===== config.mk =====
export PLATFORM = sky130hd
export DESIGN_NAME = fw_image_loader
export DESIGN_NICKNAME = d
export VERILOG_FILES = /design/src/rtl/fw_image_loader.sv
export SDC_FILE = /design/constraint.sdc
export NUM_CORES = 1
export LEC_CHECK = 0
export CAP_MARGIN = 20
export CORE_MARGIN = 5
export CORE_UTILIZATION = 47
export DETAILED_ROUTE_END_ITERATION = 12
export GPL_ROUTABILITY_DRIVEN = 0
export PLACE_DENSITY_LB_ADDON = 0.05
export SETUP_SLACK_MARGIN = 0.2
export SLEW_MARGIN = 30
export SYNTH_ARGS = -nofsm -noshare
export SYNTH_HDL_FRONTEND = slang
export SYNTH_SLANG_ARGS = --single-unit

===== constraint.sdc =====
create_clock -name clk -period 2 [get_ports clk]
set_input_delay 0.4 -clock clk [delete_from_list [all_inputs] [get_ports clk]]
set_output_delay 0.4 -clock clk [all_outputs]
set_load 0.01 [all_outputs]

===== src/rtl/fw_image_loader.sv =====
module fw_image_loader #(
  parameter int SRC_AW = 32,
  parameter int TGT_AW = 20,
  parameter logic [TGT_AW-1:0] IMEM_BASE = 'h50000,
  parameter logic [TGT_AW-1:0] DMEM_BASE = 'h54000,
  parameter int IMEM_BYTES = 32768,
  parameter int DMEM_BYTES = 16384,
  parameter int ALT_OFFSET = 49152,
  parameter logic [SRC_AW-1:0] SRC_BASE = '0,
  localparam int IMEM_WORDS = IMEM_BYTES / 4,
  localparam int DMEM_WORDS = DMEM_BYTES / 4,
  localparam int MAX_WORDS = (IMEM_WORDS > DMEM_WORDS) ? IMEM_WORDS : DMEM_WORDS,
  localparam int WIDX_W = (MAX_WORDS > 1) ? $clog2(MAX_WORDS) : 1,
  localparam int CNT_W = $clog2(IMEM_WORDS + DMEM_WORDS + 1)
) (
  input  logic              clk,
  input  logic              rst_n,
  input  logic              start_i,
  input  logic              img_sel_i,
  output logic              src_rd_o,
  output logic [SRC_AW-1:0] src_addr_o,
  input  logic [31:0]       src_rdata_i,
  output logic              tgt_valid_o,
  output logic              tgt_write_o,
  output logic [TGT_AW-1:0] tgt_addr_o,
  output logic [15:0]       tgt_wdata_o,
  input  logic              tgt_ready_i,
  input  logic [15:0]       tgt_rdata_i,
  output logic              done_o,
  output logic [CNT_W-1:0]  err_cnt_o
);

  typedef enum logic [2:0] {S_IDLE, S_SRD, S_SWAIT, S_LO, S_HI, S_DONE} state_t;

  state_t            state;
  logic              img_sel, last_sel, last_vld;
  logic              in_data, verify;
  logic [WIDX_W-1:0] widx;
  logic [31:0]       word;
  logic [15:0]       lo_q;
  logic              last_word, same_type;

  assign last_word = in_data ? (widx == WIDX_W'(DMEM_WORDS - 1))
                             : (widx == WIDX_W'(IMEM_WORDS - 1));
  assign same_type = last_vld && (last_sel == img_sel_i);

  assign src_rd_o   = (state == S_SRD);
  assign src_addr_o = SRC_BASE
                    + (img_sel ? SRC_AW'(ALT_OFFSET) : '0)
                    + (in_data ? SRC_AW'(IMEM_BYTES) : '0)
                    + (SRC_AW'(widx) << 2);

  assign tgt_valid_o = (state == S_LO) || (state == S_HI);
  assign tgt_write_o = tgt_valid_o && !verify;
  assign tgt_addr_o  = (in_data ? DMEM_BASE : IMEM_BASE)
                     + (TGT_AW'(widx) << 1)
                     + TGT_AW'(state == S_HI);
  assign tgt_wdata_o = (state == S_HI) ? word[31:16] : word[15:0];
  assign done_o      = (state == S_DONE);

  always_ff @(posedge clk or negedge rst_n) begin
    if (!rst_n) begin
      state     <= S_IDLE;
      img_sel   <= 1'b0;
      last_sel  <= 1'b0;
      last_vld  <= 1'b0;
      in_data   <= 1'b0;
      verify    <= 1'b0;
      widx      <= '0;
      word      <= '0;
      lo_q      <= '0;
      err_cnt_o <= '0;
    end else begin
      case (state)
        S_IDLE: if (start_i) begin
          err_cnt_o <= '0;
          img_sel   <= img_sel_i;
          in_data   <= 1'b0;
          verify    <= 1'b0;
          widx      <= '0;
          state     <= same_type ? S_DONE : S_SRD;
        end
        S_SRD:   state <= S_SWAIT;
        S_SWAIT: begin
          word  <= src_rdata_i;
          state <= S_LO;
        end
        S_LO: if (tgt_ready_i) begin
          lo_q  <= tgt_rdata_i;
          state <= S_HI;
        end
        S_HI: if (tgt_ready_i) begin
          if (verify && ({tgt_rdata_i, lo_q} != word))
            err_cnt_o <= err_cnt_o + 1'b1;
          state <= S_SRD;
          if (!last_word) begin
            widx <= widx + 1'b1;
          end else begin
            widx <= '0;
            if (!in_data) begin
              in_data <= 1'b1;
            end else if (!verify) begin
              in_data <= 1'b0;
              verify  <= 1'b1;
            end else begin
              state <= S_DONE;
            end
          end
        end
        S_DONE: begin
          last_vld <= 1'b1;
          last_sel <= img_sel;
          state    <= S_IDLE;
        end
        default: state <= S_IDLE;
      endcase
    end
  end

endmodule


Word-level counts from Yosys, hierarchy flattened
Cells that the tools add are included.
{ "classes": {"n_addsub": 6, "n_eq_ne": 15, "n_mux": 31, "n_reduce_logical": 14} }
{ "op_table": {"columns": ["op", "n"], "rows": [
  ["16-bit two-way mux", 3],
  ["14-bit two-way mux", 3],
  ["13-bit two-way mux", 3],
  ["32-bit != test", 1],
  ["14-bit case mux with 2 select lines", 1],
  ["13-bit case mux with 2 select lines", 1],
  ["3-bit two-way mux", 7],
  ["19-bit by 14-bit adder with 20-bit output", 1],
  ["20-bit by 1-bit adder with 20-bit output", 1],
  ["17-bit by 15-bit adder with 18-bit output", 1],
  ["16-bit by 16-bit adder with 17-bit output", 1],
  ["15-bit two-way mux", 1],
  ["3-bit case mux with 5 select lines", 1],
  ["14-bit by 1-bit adder with 14-bit output (second input constant)", 1],
  ["13-bit by 1-bit adder with 13-bit output (second input constant)", 1],
  ["13-bit by 12-bit equality test with 1-bit output (second input constant)", 1],
  ["13-bit equality test (second input constant)", 1],
  ["2-bit != test (second input constant)", 5],
  ["1-bit two-way mux", 9],
  ["4-bit AND reduction", 2],
  ["3-bit by 2-bit equality test with 1-bit output (second input constant)", 2],
  ["3-bit equality test (second input constant)", 2],
  ["3-bit AND reduction", 2],
  ["5-bit AND reduction", 1],
  ["10 further kinds", 14]
]} }
{ "totals": {"reg_bits": 83, "out_inout_bits": 86, "wordCells": 76} }

Longest topological paths before layout
Gate-level depths: netlist of run 1.
{ "logic_depth": {"word_depth": 5, "ltp_mapped": 9, "mapped_depth_nobuf": 7} }

Worst setup path before layout of run 1
Ideal clock, no wire load.
{ "synth_timing": {"kind": "reg-to-output", "start": "register state[0]", "end": "output tgt_wdata_o[10]", "arrival_ns": 1.659, "setup_slack_ns": -0.059, "stages_incl_launch_ff": 9, "n_path_buf": 3, "cell_sequence": "dfrtp_1 -> buf_2 -> nor2_2 -> nand2_1 -> inv_1 -> buf_2 -> buf_1 -> nand2_1 -> nand2_1"} }
{ "synth_via": {"elab_chain_cells": 2} }
{ "synth_lines": {"columns": ["element", "line_no", "rtl"], "rows": [
  ["start: declaration", "35", "state_t state;"],
  ["start signal: assignment", "81", "state <= same_type ? S_DONE : S_SRD;"],
  ["3-bit equality test", "58", "assign tgt_wdata_o = (state == S_HI) ? word[31:16] : word[15:0];"],
  ["16-bit two-way mux", "58", null],
  ["end: declaration", "26", "output logic [15:0] tgt_wdata_o,"]
]} }
Every way passes these cells.

Worst setup path after layout of run 1
{ "layout_timing": {"start": "register word[8]", "end": "register err_cnt_o[8]"} }
{ "layout_via": {"elab_chain_cells": 4} }
{ "layout_lines": {"columns": ["element", "line_no", "rtl"], "rows": [
  ["start: declaration", "39", "logic [31:0] word;"],
  ["start signal: assignment", "85", "word <= src_rdata_i;"],
  ["32-bit != test", "93", "if (verify && ({tgt_rdata_i, lo_q} != word))"],
  ["1-bit logical AND", "93", null],
  ["2-bit by 1-bit != test with 1-bit output (no line)", null, null],
  ["4-bit AND reduction (no line)", null, null],
  ["end signal: assignment", "94", "err_cnt_o <= err_cnt_o + 1'b1;"],
  ["end: declaration", "30", "output logic [CNT_W-1:0] err_cnt_o"]
]} }
Every way passes these cells.
A chain may end at the register's enable or synchronous reset.

==> metrics.txt, run 1 <==
status finished with violations; failing checks setup timing; Startpoint Class flip-flop; reg2reg start word[8]; hold depth 2; GR Util met1 28.9%; pin count of the biggest net entering global routing 37; die height 108 um; initial antenna violation count 0; crit path kind flip-flop to flip-flop; H-tree levels 3; warnings from Yosys 0; total routed wirelength 13,700 um; GRT Overall Usage roughly a fifth; post-layout min period 2180 ps; ant diodes 0; CP Cell Sequence xnor2_2, nand4_1, nor4_4, a2111oi_4, buf_6, bufbuf_16, a221o_1; Starting Density between 40% and 50%; total gr overflow 0; filler cell count 634; DRT iter0 DRCs 161; Post-synth EDFFs 0; Critical Path Sink Type flip-flop; root buffer cell clkbuf_8; busiest grt layer met2; post-synth cell types 46; Worst Setup Slack, final -179 ps; Reg-to-Reg End err_cnt_o[8]; Nets 688; fin crit share 109%; syn_area_per_cell 10.4 um2; Non-Filler Instances ~770; layout cells sized above 1 between 40% and 50%; DR WL/cell ~18 um; GRT met3 Usage 4.00%; asr flop ratio synth between 90% and 100%; hold_sp tgt_rdata_i[5]; f_max 459 MHz; Core ar. approximately 0.0096 mm2; FF+latch count, synth 83; Via-to-Cell Ratio approximately 5.2; Leakage 3.59 nW; DP HPWL roughly 8000 um; number of global-route vias before repair 3,942; Setup TNS Final -2510 ps; reg-to-reg setup timing slack -180 ps; Die Wd between 100 and 150 um; WP data required 2240 ps; R2R depth 7; I/O pins roughly 140; Slew Viols, Final 0; drt pass-1 iters 4; total die area about 0.012 mm2; Hold Fails Final Rpt 0; area grow syn2layout 64.6%; Final setup violation count 26; Place WS -689 ps; Synth Flop Type dfrtp_1; sequential area share after synthesis 45.7%; Post-Syn Area 0.00455 mm2; Worst path slowest cell dfrtp_1; CTS buffer count 9; crit path DAT about 2400 ps; Cells after DPL 695; DRC errors left 0; cell taking the most area after synthesis dfrtp_1; Min-Delay Endpoint lo_q[5]; clk sink count a little over 80; highest-count cells in the layout ignoring fill and taps dfrtp_1, clkdlybuf4s50_1, buf_4, buf_6, mux2_4; GR Util met2 34.6%; RSZ-0062 raised after global routing yes; commonest non-fill, non-tap cell in the layout dfrtp_1; clock latency on the worst-skew pair 350 ps; share of the synthesized area in the top cell type 45.7%; largest vdd supply drop 0.670 mV; Synth area leaders dfrtp_1, mux2_2, xnor2_1; I/O Buffers 116; Rows 36; max cap viols 0; Hold/Removal Path Class input pin to flip-flop; Largest stage delay, worst path 430 ps; Routed Antenna Nets 0; Worst Path Max Fanout 11; Synth Instances 437; clk buf depth 2; Worst-path clk slew 90 ps; first-pass GRT wire length 19,600 um; via count 3,988; pwr/cell area 1280 mW/mm2; Final Skew 11.1 ps; CTS tree done
[worst max-delay path: cells and delay by family, from the launching register on]
family                    cells  cell delay [ps]
and+or+nand+nor               2              580
buffers and inverters         2              430
DFF                           1              430
AOI/OAI and AO/OA             2              430
xor gates and xnor gates      1              200
[timing repair]
item / CTS / global route
setup buffers: 22 / 27
cloned: 4 / 4
endpoints found under the hold margin: 7 / 0
hold buffers: 1 / 0
endpoints found under the setup margin: 52 / 125
pin swaps: 37 / 46
gates resized for setup: 190 / 119
[layer usage]
metal	share of wire, %	vias up	wire length [um]
met5	0	-	0
met4	0.91	0	125
met3	4.5	11	622
met2	51	120	7000
met1	43	2007	5960
li1	-	1850	-
[synth_stat cells, types with 2 or more instances]
| library cell | instances |
|---|---|
| dfrtp_1 | 83 |
| nand2_1 | 70 |
| mux2_2 | 52 |
| buf_4 | 35 |
| xnor2_1 | 34 |
| nor2_1 | 19 |
| nand3_1 | 14 |
| nand4_1 | 11 |
| a221o_1 | 10 |
| and3_1 | 10 |
| buf_2 | 9 |
| inv_1 | 7 |
| nor3_1 | 7 |
| o21ai_0 | 7 |
| a21oi_1 | 6 |
| nor2b_1 | 5 |
| and2_1 | 4 |
| o31ai_1 | 4 |
| or3_1 | 4 |
| xor2_1 | 4 |
| clkbuf_1 | 3 |
| ha_1 | 3 |
| nor2_2 | 3 |
| nor3b_1 | 3 |
| nor4_2 | 3 |
| a21o_1 | 2 |
| buf_1 | 2 |
| buf_6 | 2 |
| conb_1 | 2 |
| mux2i_1 | 2 |
| o21a_1 | 2 |
[flip-flops by register name (all words and copies together) (netlist names)]
signal / count
state: 3
img_sel: 1
widx: 13
err_cnt_o: 14
in_data: 1
verify: 1
word: 32
last_vld: 1
lo_q: 16
last_sel: 1
[area by class of cell]
| type | count | area, um2 | share of cell area, % |
|---|---|---|---|
| Timing Repair Buffer | 214 | 2190 | 29.2 |
| Multi-Input combinational cell | 316 | 2760 | 36.8 |
| Sequential cell | 83 | 2090 | 28.0 |
| Clock inverter | 6 | 111 | 1.49 |
| Inverter | 7 | 31.3 | 0.418 |
| Clock buffer | 10 | 138 | 1.84 |
| Tap cell | 133 | 166 | 2.22 |
[how the worst max path moves through the flow]
| stage | startpoint | endpoint | slack (ps) |
|---|---|---|---|
| 2_1_floorplan | tgt_rdata_i[2] | err_cnt_o[11] | 190 |
| 3_3_place_gp | tgt_rdata_i[2] | err_cnt_o[0] | -630 |
| 3_5_place_dp | tgt_rdata_i[2] | err_cnt_o[0] | -690 |
| 4_1_cts | word[23] | err_cnt_o[3] | -130 |
| 5_1_grt | word[8] | err_cnt_o[8] | -300 |
| 6_report | word[8] | err_cnt_o[8] | -180 |
[power breakdown]
group	total [W]	internal, W	switching (W)	leakage (nW)
clock network	0.00152	0.000867	0.000651	0.123
registers	0.00292	0.00229	0.000632	1.02
logic	0.00515	0.00310	0.00206	2.45
total	0.00959	0.00625	0.00334	3.59
[through the flow]
stage	util [%]	hold slack [ps]	power, W	area, um2
2_1_floorplan	-	104	0.00491	4660
3_3_place_gp	62.6	390	0.00641	6010
3_5_place_dp	62.6	390	0.00647	6010
4_1_cts	70.2	429	0.00841	6730
5_1_grt	78.0	453	0.0101	7490
6_report	78.0	449	0.00959	7490
[logic make-up after synthesis]
kind of cell / share of synthesized area (%)
AOI/OAI and AO/OA: 7.21
xor gates and xnor gates: 7.32
adders and majority gates: 1.27
buffers and inverters: 8.25
DFF: 45.7
muxes: 13.3
other: 0.165
and+or+nand+nor: 16.8
(Power assumes the default switching activity.)
==> inputs of run 2 (changes only) <==
--- a/config.mk
+++ b/config.mk
@@ -7,7 +7,7 @@
 export LEC_CHECK = 0
 export CAP_MARGIN = 20
 export CORE_MARGIN = 5
-export CORE_UTILIZATION = 47
+export CORE_UTILIZATION = 51
 export DETAILED_ROUTE_END_ITERATION = 12
 export GPL_ROUTABILITY_DRIVEN = 0
 export PLACE_DENSITY_LB_ADDON = 0.05
==> constraint.sdc (replaced) <==
create_clock -name clk -period 2.8 [get_ports clk]
set_input_delay 0.56 -clock clk [delete_from_list [all_inputs] [get_ports clk]]
set_output_delay 0.56 -clock clk [all_outputs]
set_load 0.01 [all_outputs]
==> metrics.txt, run 2 (synthesized netlist as in run 1, its figures left out) <==
layout cells sized above 1 17.8% (was 45.3%); Switching Share 35.3% (was 34.8%); via count 3,515 (was 3,988); Final Skew 12.1 ps (was 11.1 ps); Core ar. 0.00872 mm2 (was 0.00959 mm2); Via-to-Cell Ratio 5.33 (was 5.19); H-tree levels 3 (unchanged); filler cell count 704 (was 634); met2 WL 5240 um (was 7000 um); first-pass GRT wire length 18,200 um (was 19,600 um); crit path kind flip-flop to output port (was flip-flop to flip-flop); Slew Viols, Final 0 (unchanged); Worst Setup Slack, final 324 ps (was -179 ps); Worst Path Max Fanout 8 (was 11); Hold/Removal Path Class input pin to async pin (was input pin to flip-flop); Pint 0.00329 W (was 0.00625 W); I/O pins 139 (unchanged); metal3 WL 521 um (was 622 um); Startpoint Class flip-flop (unchanged); Routed Antenna Nets 0 (unchanged); Hold Fails Final Rpt 0 (unchanged); commonest non-fill, non-tap cell in the layout clkdlybuf4s50_1 (was dfrtp_1); GRT Overall Usage 20.1% (was 21.1%); Final setup violation count 0 (was 26); crit path DAT 1920 ps (was 2420 ps); Nets 603 (was 688); WP data required 2240 ps (about the same); drt pass-1 iters 4 (unchanged); routed length on met1 4970 um (was 5960 um); Worst-path clk slew 90 ps (about the same); status finished, final reports clean (was finished with violations); I/O Buffers 116 (unchanged); total die area 0.0109 mm2 (was 0.0117 mm2); largest vdd supply drop 0.612 mV (was 0.670 mV); ant diodes 0 (unchanged); highest-count cells in the layout ignoring fill and taps clkdlybuf4s50_1, dfrtp_1, nand2_1, mux2_2, xnor2_1 (was dfrtp_1, clkdlybuf4s50_1, buf_4, buf_6, mux2_4); DRT iter0 DRCs 101 (was 161); Die Wd 104 um (was 108 um); Switching Power 0.00179 W (was 0.00334 W); Critical Path Sink Type output port (was flip-flop); pin count of the biggest net entering global routing 46 (was 37); Worst-Margin Slew roughly 550 ps; DP HPWL 7830 um (was 8110 um); Place WS 50.3 ps (was -689 ps); max cap viols 0 (unchanged); pwr/cell area 859 mW/mm2 (was 1280 mW/mm2); Reg with most FFs word (unchanged); DRC errors left 0 (unchanged); clk buf depth 2 (unchanged); CTS buffer count 9 (unchanged); Slew headroom 63.4%; number of global-route vias before repair 3,613 (was 3,942); Setup TNS Final 0 ps (was -2510 ps); total gr overflow 0 (unchanged); initial antenna violation count 0 (unchanged); post-layout min period 2480 ps; max layer used met4 (unchanged); max reg flops 32 (unchanged); f_max 404 MHz; total routed wirelength 10,800 um (was 13,700 um); die height 104 um (was 108 um); clock latency on the worst-skew pair 340 ps (was 350 ps); area grow syn2layout 29.9% (was 64.6%); Leakage 2.60 nW (was 3.59 nW); DR WL/cell 16.4 um (was 17.8 um); Starting Density 52.2% (was 47.4%); fin crit share 88.4%; Largest regs word: 32 flops, lo_q: 16 flops, err_cnt_o: 14 flops (unchanged); Flop pwr share 39.5% (was 30.4%); RSZ-0062 raised after global routing no (was yes); Clock Power Share 15.2% (was 15.8%); clk sink count 83 (unchanged); Comb power frac 45.4% (was 53.7%); root buffer cell clkbuf_8 (unchanged); Rows 34 (was 36); CTS tree done (unchanged)
[run 2: path summary, 6_finish.rpt]
path | slack [ps] | endpoint | from | cells past startpoint
setup / recovery | 320 | tgt_wdata_o[10] | state[0] | 7
hold / removal | 170 | word[26] | rst_n | 1
setup reg to reg | 650 | err_cnt_o[2] | word[2] | 7
hold reg to reg | 480 | last_vld | last_vld | 1
max in group asynchronous | 1990 | widx[2] | rst_n | 2
min in group clk | 480 | last_vld | last_vld | 1
[run 2: cell type report]
class | instances | area (um2) | share of cell area (%)
inverters | 7 | 31.3 | 0.529
clock buffers | 11 | 141 | 2.39
multi-input cells | 316 | 2180 | 36.9
clock inverters | 5 | 28.8 | 0.487
well taps | 108 | 135 | 2.29
flip-flops and latches | 83 | 2080 | 35.2
repair buffers | 129 | 1310 | 22.2
[run 2: worst max-delay path: stages, from the launching register on]
cell and delay, ps:
dfrtp_2 410, nor2_2 140, nand2_2 110, clkinv_4 110, buf_4 160, nand2_1 60, nand2_1 60, clkdlybuf4s50_1 530
[run 2: timing repair]
item                                    4_1_cts  5_1_grt
hold buffers                                  0        0
buffers inserted                              2        0
endpoints found under the setup margin       16       10
gates resized for setup                      13        9
endpoints found under the hold margin         0        0
[run 2: stage by stage]
step | hold WS [ps] | instances | util, % | cell area [um2] | power (W)
floorplan | 264 | 457 | - | 4620 | 0.00348
detailed placement | 459 | 641 | 65.1 | 5680 | 0.00434
global placement | 451 | 641 | 65.1 | 5680 | 0.00427
CTS | 195 | 659 | 67.5 | 5890 | 0.00514
finish | 173 | 659 | 67.7 | 5910 | 0.00508
global route | 215 | 659 | 67.7 | 5910 | 0.00543
[run 2: per-layer routing]
layer  GRT usage, %  up-vias
met2           32.8       97
met3           3.91        8
met5              0        -
met4           4.44        0
li1               -     1673
met1           27.7     1737
[run 2: power by group through the flow]
stage	Sequential, W	Clock (W)	Combinational (W)
2_1_floorplan	0.00194	0	0.00154
3_3_place_gp	0.00202	0	0.00225
3_5_place_dp	0.00205	0	0.00229
4_1_cts	0.00201	0.000780	0.00235
5_1_grt	0.00207	0.000834	0.00252
6_report	0.00200	0.000770	0.00230
